File: src/rtl/lbi_pkg.sv
package lbi_pkg;
  typedef enum logic [1:0] {
    ST_IDLE   = 2'd0,
    ST_FIRST  = 2'd1,
    ST_SECOND = 2'd2
  } lbi_state_e;
endpackage

File: src/rtl/lbi_plan.sv
// Lane planner: turns byte offset and size into the enables of both
// possible bus cycles and rotates store data onto the lanes.
module lbi_plan #(
  parameter int LANES  = 4,
  parameter int DATA_W = LANES * 8
) (
  input  logic [$clog2(LANES)-1:0] ofs,
  input  logic [1:0]               size,
  input  logic [DATA_W-1:0]        wdata,
  output logic [LANES-1:0]         be_lo,
  output logic [LANES-1:0]         be_hi,
  output logic                     split,
  output logic [DATA_W-1:0]        wd_lo,
  output logic [DATA_W-1:0]        wd_hi
);
  localparam int OFS_W = $clog2(LANES);

  logic [2:0]          nbytes;
  logic [LANES:0]      run;
  logic [2*LANES-1:0]  span;
  logic [2*DATA_W-1:0] wide;

  always_comb begin
    unique case (size)
      2'd0:    nbytes = 3'd1;
      2'd1:    nbytes = 3'd2;
      default: nbytes = 3'd4;
    endcase
    run  = ({{LANES{1'b0}}, 1'b1} << nbytes) - {{LANES{1'b0}}, 1'b1};
    span = {{LANES{1'b0}}, run[LANES-1:0]} << ofs;
    wide = {{DATA_W{1'b0}}, wdata} << {ofs, 3'b000};
  end

  assign be_lo = span[LANES-1:0];
  assign be_hi = span[2*LANES-1:LANES];
  assign split = |be_hi;
  assign wd_lo = wide[DATA_W-1:0];
  assign wd_hi = wide[2*DATA_W-1:DATA_W];

  // unused-width guard for OFS_W
  logic unused_ok;
  assign unused_ok = (OFS_W > 0);
endmodule

File: src/rtl/lbi_gather.sv
// Read reassembly: zeroes lanes that are not enabled, joins the halves
// of a split access and shifts the result down to bit 0.
module lbi_gather #(
  parameter int LANES  = 4,
  parameter int DATA_W = LANES * 8
) (
  input  logic [LANES-1:0]         be,
  input  logic [DATA_W-1:0]        lane_in,
  input  logic [DATA_W-1:0]        lo_keep,
  input  logic                     second,
  input  logic [$clog2(LANES)-1:0] ofs,
  output logic [DATA_W-1:0]        lane_kept,
  output logic [DATA_W-1:0]        result
);
  logic [2*DATA_W-1:0] joined;
  logic [2*DATA_W-1:0] shifted;

  for (genvar g = 0; g < LANES; g++) begin : g_lane
    assign lane_kept[8*g +: 8] = be[g] ? lane_in[8*g +: 8] : 8'h00;
  end

  always_comb begin
    joined  = second ? {lane_kept, lo_keep} : {{DATA_W{1'b0}}, lane_kept};
    shifted = joined >> {ofs, 3'b000};
    result  = shifted[DATA_W-1:0];
  end
endmodule

File: src/rtl/lane_bus_if.sv
module lane_bus_if #(
  parameter int ADDR_W = 32,
  parameter int DATA_W = 32,
  parameter int IO_AW  = 16
) (
  input  logic                  clk,
  input  logic                  rst_n,
  input  logic                  req_valid,
  output logic                  req_ready,
  input  logic                  req_write,
  input  logic                  req_io,
  input  logic [1:0]            req_size,
  input  logic [ADDR_W-1:0]     req_addr,
  input  logic [DATA_W-1:0]     req_wdata,
  output logic                  done,
  output logic [DATA_W-1:0]     done_rdata,
  output logic [ADDR_W-1:0]     bus_addr,
  output logic [DATA_W/8-1:0]   bus_be,
  output logic                  bus_rd_n,
  output logic                  bus_wr_n,
  output logic                  bus_io,
  output logic [DATA_W-1:0]     bus_wdata,
  input  logic [DATA_W-1:0]     bus_rdata,
  input  logic                  bus_ack
);
  import lbi_pkg::*;

  localparam int LANES = DATA_W / 8;
  localparam int OFS_W = $clog2(LANES);
  localparam logic [ADDR_W-1:0] IO_MASK  = ADDR_W'((64'd1 << IO_AW) - 64'd1);
  localparam logic [ADDR_W-1:0] STEP     = ADDR_W'(LANES);

  lbi_state_e          state_q, state_d;
  logic [ADDR_W-1:0]   base_q;
  logic [OFS_W-1:0]    ofs_q;
  logic [1:0]          size_q;
  logic                wr_q, io_q;
  logic [DATA_W-1:0]   wdata_q;
  logic [DATA_W-1:0]   lo_keep_q;
  logic [DATA_W-1:0]   rdata_q;
  logic                done_q, done_d;

  logic                accept, active, second;
  logic                keep_en, rdata_en;
  logic [LANES-1:0]    be_lo, be_hi, cur_be, rd_be;
  logic                split;
  logic [DATA_W-1:0]   wd_lo, wd_hi, lane_kept, gathered;
  logic [ADDR_W-1:0]   cyc_addr;

  lbi_plan #(.LANES(LANES), .DATA_W(DATA_W)) u_plan (
    .ofs   (ofs_q),
    .size  (size_q),
    .wdata (wdata_q),
    .be_lo (be_lo),
    .be_hi (be_hi),
    .split (split),
    .wd_lo (wd_lo),
    .wd_hi (wd_hi)
  );

  assign accept = req_valid && (state_q == ST_IDLE);
  assign active = (state_q != ST_IDLE);
  assign second = (state_q == ST_SECOND);
  assign cur_be = second ? be_hi : be_lo;
  assign rd_be  = wr_q ? '0 : cur_be;

  lbi_gather #(.LANES(LANES), .DATA_W(DATA_W)) u_gather (
    .be        (rd_be),
    .lane_in   (bus_rdata),
    .lo_keep   (lo_keep_q),
    .second    (second),
    .ofs       (ofs_q),
    .lane_kept (lane_kept),
    .result    (gathered)
  );

  // next-state process
  always_comb begin
    state_d  = state_q;
    done_d   = 1'b0;
    keep_en  = 1'b0;
    rdata_en = 1'b0;
    unique case (state_q)
      ST_IDLE: begin
        if (req_valid) state_d = ST_FIRST;
      end
      ST_FIRST: begin
        if (bus_ack) begin
          if (split) begin
            state_d = ST_SECOND;
            keep_en = 1'b1;
          end else begin
            state_d  = ST_IDLE;
            done_d   = 1'b1;
            rdata_en = 1'b1;
          end
        end
      end
      ST_SECOND: begin
        if (bus_ack) begin
          state_d  = ST_IDLE;
          done_d   = 1'b1;
          rdata_en = 1'b1;
        end
      end
      default: state_d = ST_IDLE;
    endcase
  end

  // register process
  always_ff @(posedge clk or negedge rst_n) begin
    if (!rst_n) begin
      state_q   <= ST_IDLE;
      base_q    <= '0;
      ofs_q     <= '0;
      size_q    <= '0;
      wr_q      <= 1'b0;
      io_q      <= 1'b0;
      wdata_q   <= '0;
      lo_keep_q <= '0;
      rdata_q   <= '0;
      done_q    <= 1'b0;
    end else begin
      state_q <= state_d;
      done_q  <= done_d;
      if (accept) begin
        base_q  <= {req_addr[ADDR_W-1:OFS_W], {OFS_W{1'b0}}};
        ofs_q   <= req_addr[OFS_W-1:0];
        size_q  <= req_size;
        wr_q    <= req_write;
        io_q    <= req_io;
        wdata_q <= req_wdata;
      end
      if (keep_en)  lo_keep_q <= lane_kept;
      if (rdata_en) rdata_q   <= gathered;
    end
  end

  always_comb begin
    cyc_addr = base_q + (second ? STEP : '0);
    if (io_q) cyc_addr = cyc_addr & IO_MASK;
  end

  assign req_ready  = !active;
  assign done       = done_q;
  assign done_rdata = rdata_q;
  assign bus_addr   = active ? cyc_addr : '0;
  assign bus_be     = active ? cur_be : '0;
  assign bus_rd_n   = !(active && !wr_q);
  assign bus_wr_n   = !(active && wr_q);
  assign bus_io     = active && io_q;
  assign bus_wdata  = second ? wd_hi : wd_lo;

  // ---------------- assertions ----------------
  p_aligned_r1: assert property (@(posedge clk) disable iff (!rst_n)
    !(bus_rd_n && bus_wr_n) |-> (bus_addr[OFS_W-1:0] == '0));

  p_be_present_r2: assert property (@(posedge clk) disable iff (!rst_n)
    !(bus_rd_n && bus_wr_n) |-> (bus_be != '0));

  p_second_step_r5: assert property (@(posedge clk) disable iff (!rst_n)
    (state_q == ST_FIRST && bus_ack && split && !bus_io)
      |=> (bus_addr == $past(bus_addr) + STEP));

  p_one_strobe_r8: assert property (@(posedge clk) disable iff (!rst_n)
    (bus_rd_n || bus_wr_n));

  p_hold_r9: assert property (@(posedge clk) disable iff (!rst_n)
    (!(bus_rd_n && bus_wr_n) && !bus_ack)
      |=> ($stable(bus_addr) && $stable(bus_be) && $stable(bus_rd_n)
           && $stable(bus_wr_n) && $stable(bus_wdata)));

  p_done_after_ack_r10: assert property (@(posedge clk) disable iff (!rst_n)
    done |-> ($past(bus_ack) && req_ready));

  p_ready_idle_r10: assert property (@(posedge clk) disable iff (!rst_n)
    req_ready |-> (bus_rd_n && bus_wr_n && bus_be == '0));

  p_io_window_r11: assert property (@(posedge clk) disable iff (!rst_n)
    bus_io |-> ((bus_addr & ~IO_MASK) == '0));
endmodule

File: config.mk
export PLATFORM = sky130hd
export DESIGN_NAME = lane_bus_if
export DESIGN_NICKNAME = d
export VERILOG_FILES = /design/src/rtl/lbi_pkg.sv /design/src/rtl/lbi_plan.sv /design/src/rtl/lbi_gather.sv /design/src/rtl/lane_bus_if.sv
export SDC_FILE = /design/constraint.sdc
export NUM_CORES = 1
export LEC_CHECK = 0
export BUFFER_PORTS_ARGS = -buffer_cell sky130_fd_sc_hd__buf_2
export CAP_MARGIN = 40
export CELL_PAD_IN_SITES_DETAIL_PLACEMENT = 0
export CELL_PAD_IN_SITES_GLOBAL_PLACEMENT = 2
export CORE_MARGIN = 2
export CORE_UTILIZATION = 32
export CTS_BUF_LIST = sky130_fd_sc_hd__clkbuf_16
export DETAILED_ROUTE_END_ITERATION = 16
export GPL_ROUTABILITY_DRIVEN = 1
export PLACE_DENSITY_LB_ADDON = 0.1
export SLEW_MARGIN = 20
export SYNTH_ARGS = -nofsm -noshare
export SYNTH_HDL_FRONTEND = slang
export SYNTH_HIERARCHICAL = 1
export SYNTH_SLANG_ARGS = --single-unit
File: constraint.sdc
create_clock -name clk -period 5.5 [get_ports clk]
set_clock_uncertainty 0.05 [all_clocks]
set_input_delay 0.275 -clock clk [delete_from_list [all_inputs] [get_ports clk]]
set_output_delay 0.275 -clock clk [all_outputs]
set_load 0.01 [all_outputs]
==> impl_metrics.env <==
export IMPL_synth_compound_area_share=0.116
export IMPL_clock_sinks=135
export IMPL_peakVddDrop_mv=0.234
export IMPL_period_minus_slack_ns=3.80
export IMPL_grt_pass1_vias=7621
export IMPL_crit_arrival_ns=3.47
export IMPL_drv_slew=0
export IMPL_finalCritPeriodShare=0.690
export IMPL_cts_buffers=17
export IMPL_max_cap_viol_count=0
export IMPL_area_growth_pct=20.0
export IMPL_grt_overflow_total=0
export IMPL_clkTransAtPathRegs_ns=0.07
export IMPL_fin_util=0.393
export IMPL_io_buffers=206
export IMPL_hold_violations=0
export IMPL_yosysWarnings=6
export IMPL_rows=61
export IMPL_synth_xor_area_frac=0.0105
export IMPL_synth_cell_types=66
export IMPL_drive_gt1_frac=0.401
export IMPL_synth_top_family_by_area="multiplexers"
export IMPL_dp_hpwl_mm=18.8
export IMPL_cts_htree_levels=4
export IMPL_power_leakage_nw=5.19
export IMPL_cts_resized=0
export IMPL_drt_iter0_drc=338
export IMPL_finalPower_mw=6.54
export IMPL_drt_total_wl_mm=27.6
export IMPL_die_y_um=173
export IMPL_nNetsFinal=1191
export IMPL_routed_via_density=5.18
export IMPL_dpl_cell_area_mm2=0.0104
export IMPL_async_reset_ff_frac=1.00
export IMPL_rsz0062_at_grt="false"
export IMPL_core_area_mm2=0.0280
export IMPL_worstSetupStartpointType="flop"
export IMPL_pwr_density_cell_mw_per_mm2=595
export IMPL_fmax_ghz=0.263
export IMPL_vias=7645
export IMPL_path_class="flop to primary output"
export IMPL_tightest_slew_ns=0.776
export IMPL_wire_per_inst_um=18.7
export IMPL_setup_viol=0
export IMPL_grt_max_degree=87
export IMPL_cts_tree="done"
export IMPL_cp_required_ns=5.18
export IMPL_design_area_mm2=0.0110
export IMPL_antenna_found_initial=7
export IMPL_outcome="complete, no violations"
export IMPL_synth_edff_count=0
export IMPL_ys_flop_type="dfrtp_1"
export IMPL_synth_seq_cells=135
export IMPL_layout_commonest_cell="buf_2"
export IMPL_relSlewSlack=0.482
export IMPL_tns_ns=0
export IMPL_ant_nets=0
export IMPL_hold_path_class="input pin to flop"
export IMPL_avgSynthCellArea_um2=9.99
export IMPL_start_util=0.327
export IMPL_hold_ws_ns=0.0260
export IMPL_drc=0
export IMPL_grt_pass1_wl_mm=43.7
export IMPL_routabilityCongestion=0.710
export IMPL_dieArea_mm2=0.0300
export IMPL_synthCells=917
export IMPL_endpoint_kind="primary output"
export IMPL_synth_mux_area_frac=0.263
export IMPL_yosysSeqAreaShare=0.369
export IMPL_post_cts_setup_buffers=0
export IMPL_crit_path_max_fanout=50
export IMPL_firstDrtPassIters=5
export IMPL_syn_area_mm2=0.00916
export IMPL_track_usage=0.184
export IMPL_cts_path_max_buffers=2
export IMPL_cts_root_buf="clkbuf_16"
export IMPL_synth_adder_area_share=0.00956
export IMPL_die_x_um=173
export IMPL_yosys_area_share_simple=0.167
export IMPL_pin_count=209
export IMPL_mostFrequentLayoutCells="205 x buf_2, 172 x mux2_2, 133 x dfrtp_1"
export IMPL_clkLatencyLatePin_ns=0.41
where the power goes:
| part | internal (mW) | switching [mW] | leakage (nW) | total (mW) |
|---|---|---|---|---|
| Clock | 0.615 | 0.471 | 0.261 | 1.09 |
| Combinational | 1.70 | 1.89 | 3.25 | 3.59 |
| Sequential | 1.41 | 0.444 | 1.69 | 1.86 |
| Total | 3.73 | 2.81 | 5.19 | 6.54 |
worst max-delay path, cell delays in order, from the launching register on:
cell	delay, ns
dfrtp_1	0.40
inv_1	0.13
ha_4	0.59
ha_1	0.53
nand4_1	0.47
or4_1	0.61
a21oi_1	0.16
buf_2	0.15
cells by family (layout without fill, tap and decap cells):
| family | after synthesis | after routing |
|---|---|---|
| AND/OR/NAND/NOR | 272 | 272 |
| multiplexers | 217 | 217 |
| AO/OA/AOI/OAI | 162 | 162 |
| flip-flops | 135 | 135 |
| buffers and inverters | 111 | 278 |
| XOR/XNOR | 11 | 11 |
| adder cells (fa/ha/maj) | 7 | 7 |
| other | 2 | 15 |
synth_stat cells (5+ instances only):
master / n / area share
mux2_2: 172 / 0.21
dfrtp_1: 135 / 0.37
nand2_1: 63 / 0.026
a21oi_1: 51 / 0.028
mux2i_1: 43 / 0.047
nor2_1: 42 / 0.017
and2_1: 35 / 0.024
o21ai_0: 32 / 0.017
buf_2: 28 / 0.015
nand3b_1: 27 / 0.022
buf_4: 25 / 0.020
inv_1: 23 / 0.0094
nand3_1: 23 / 0.013
and3_1: 22 / 0.015
clkbuf_1: 18 / 0.0074
nand4_1: 14 / 0.0096
a32o_1: 9 / 0.0098
a32oi_1: 9 / 0.0086
buf_1: 9 / 0.0037
o31ai_1: 9 / 0.0074
or4_1: 8 / 0.0066
xor2_1: 8 / 0.0076
ha_1: 7 / 0.0096
o22ai_1: 7 / 0.0048
a21o_1: 6 / 0.0049
nor2b_1: 6 / 0.0041
and4_1: 5 / 0.0048
buf_6: 5 / 0.0061
final timing paths:
kind	startpoint	end	slack, ns	cells past startpoint
setup / recovery	state_q[0]$_DFFE_PN0P_	bus_addr[29]	1.70	7
hold / removal	req_addr[23]	base_q[23]$_DFFE_PN0P_	0.03	2
setup reg to reg	ofs_q[0]$_DFFE_PN0P_	done_rdata[3]$_DFFE_PN0P_	2.04	10
hold reg to reg	done_rdata[19]$_DFFE_PN0P_	done_rdata[19]$_DFFE_PN0P_	0.45	1
max in group asynchronous	rst_n	ofs_q[0]$_DFFE_PN0P_	3.68	4
min in group asynchronous	rst_n	done_rdata[8]$_DFFE_PN0P_	0.24	2
stage by stage:
stage	setup WS (ns)	instances
final	1.70	1475
after global routing	1.37	1472
after CTS	1.66	1469
after detailed placement	1.84	1436
after global placement	1.84	1432
after floorplan	2.53	926
registers in the layout, summed over array words and instances, names as in the netlist:
name / cells
done_rdata: 32
lo_keep_q: 32
wdata_q: 32
base_q: 30
ofs_q: 2
size_q: 2
state_q: 2
done: 1
io_q: 1
wr_q: 1
what timing repair did:
item,4_1_cts,5_1_grt
endpoints found under the setup margin,0,0
hold endpoints to repair,25,0
hold buffers,1,0
layer usage:
| layer | track usage | wire length (um) | vias to the layer above |
|---|---|---|---|
| met5 | 0 | 38 | - |
| met4 | 0.0413 | 372 | 6 |
| met3 | 0.0474 | 1210 | 22 |
| met2 | 0.305 | 13400 | 173 |
| met1 | 0.240 | 12600 | 3795 |
| li1 | - | - | 3649 |
area by class of cell:
class,count,area (um^2)
Timing Repair Buffer,223,1240
Sequential cell,135,3380
Inverter,23,86.3
Tap cell,378,473
Clock buffer,17,425
Antenna cell,4,10.0
Clock inverter,15,113
Fill cell,2935,17000
Multi-Input combinational cell,680,5260
Power figures use the tool's default switching activity.
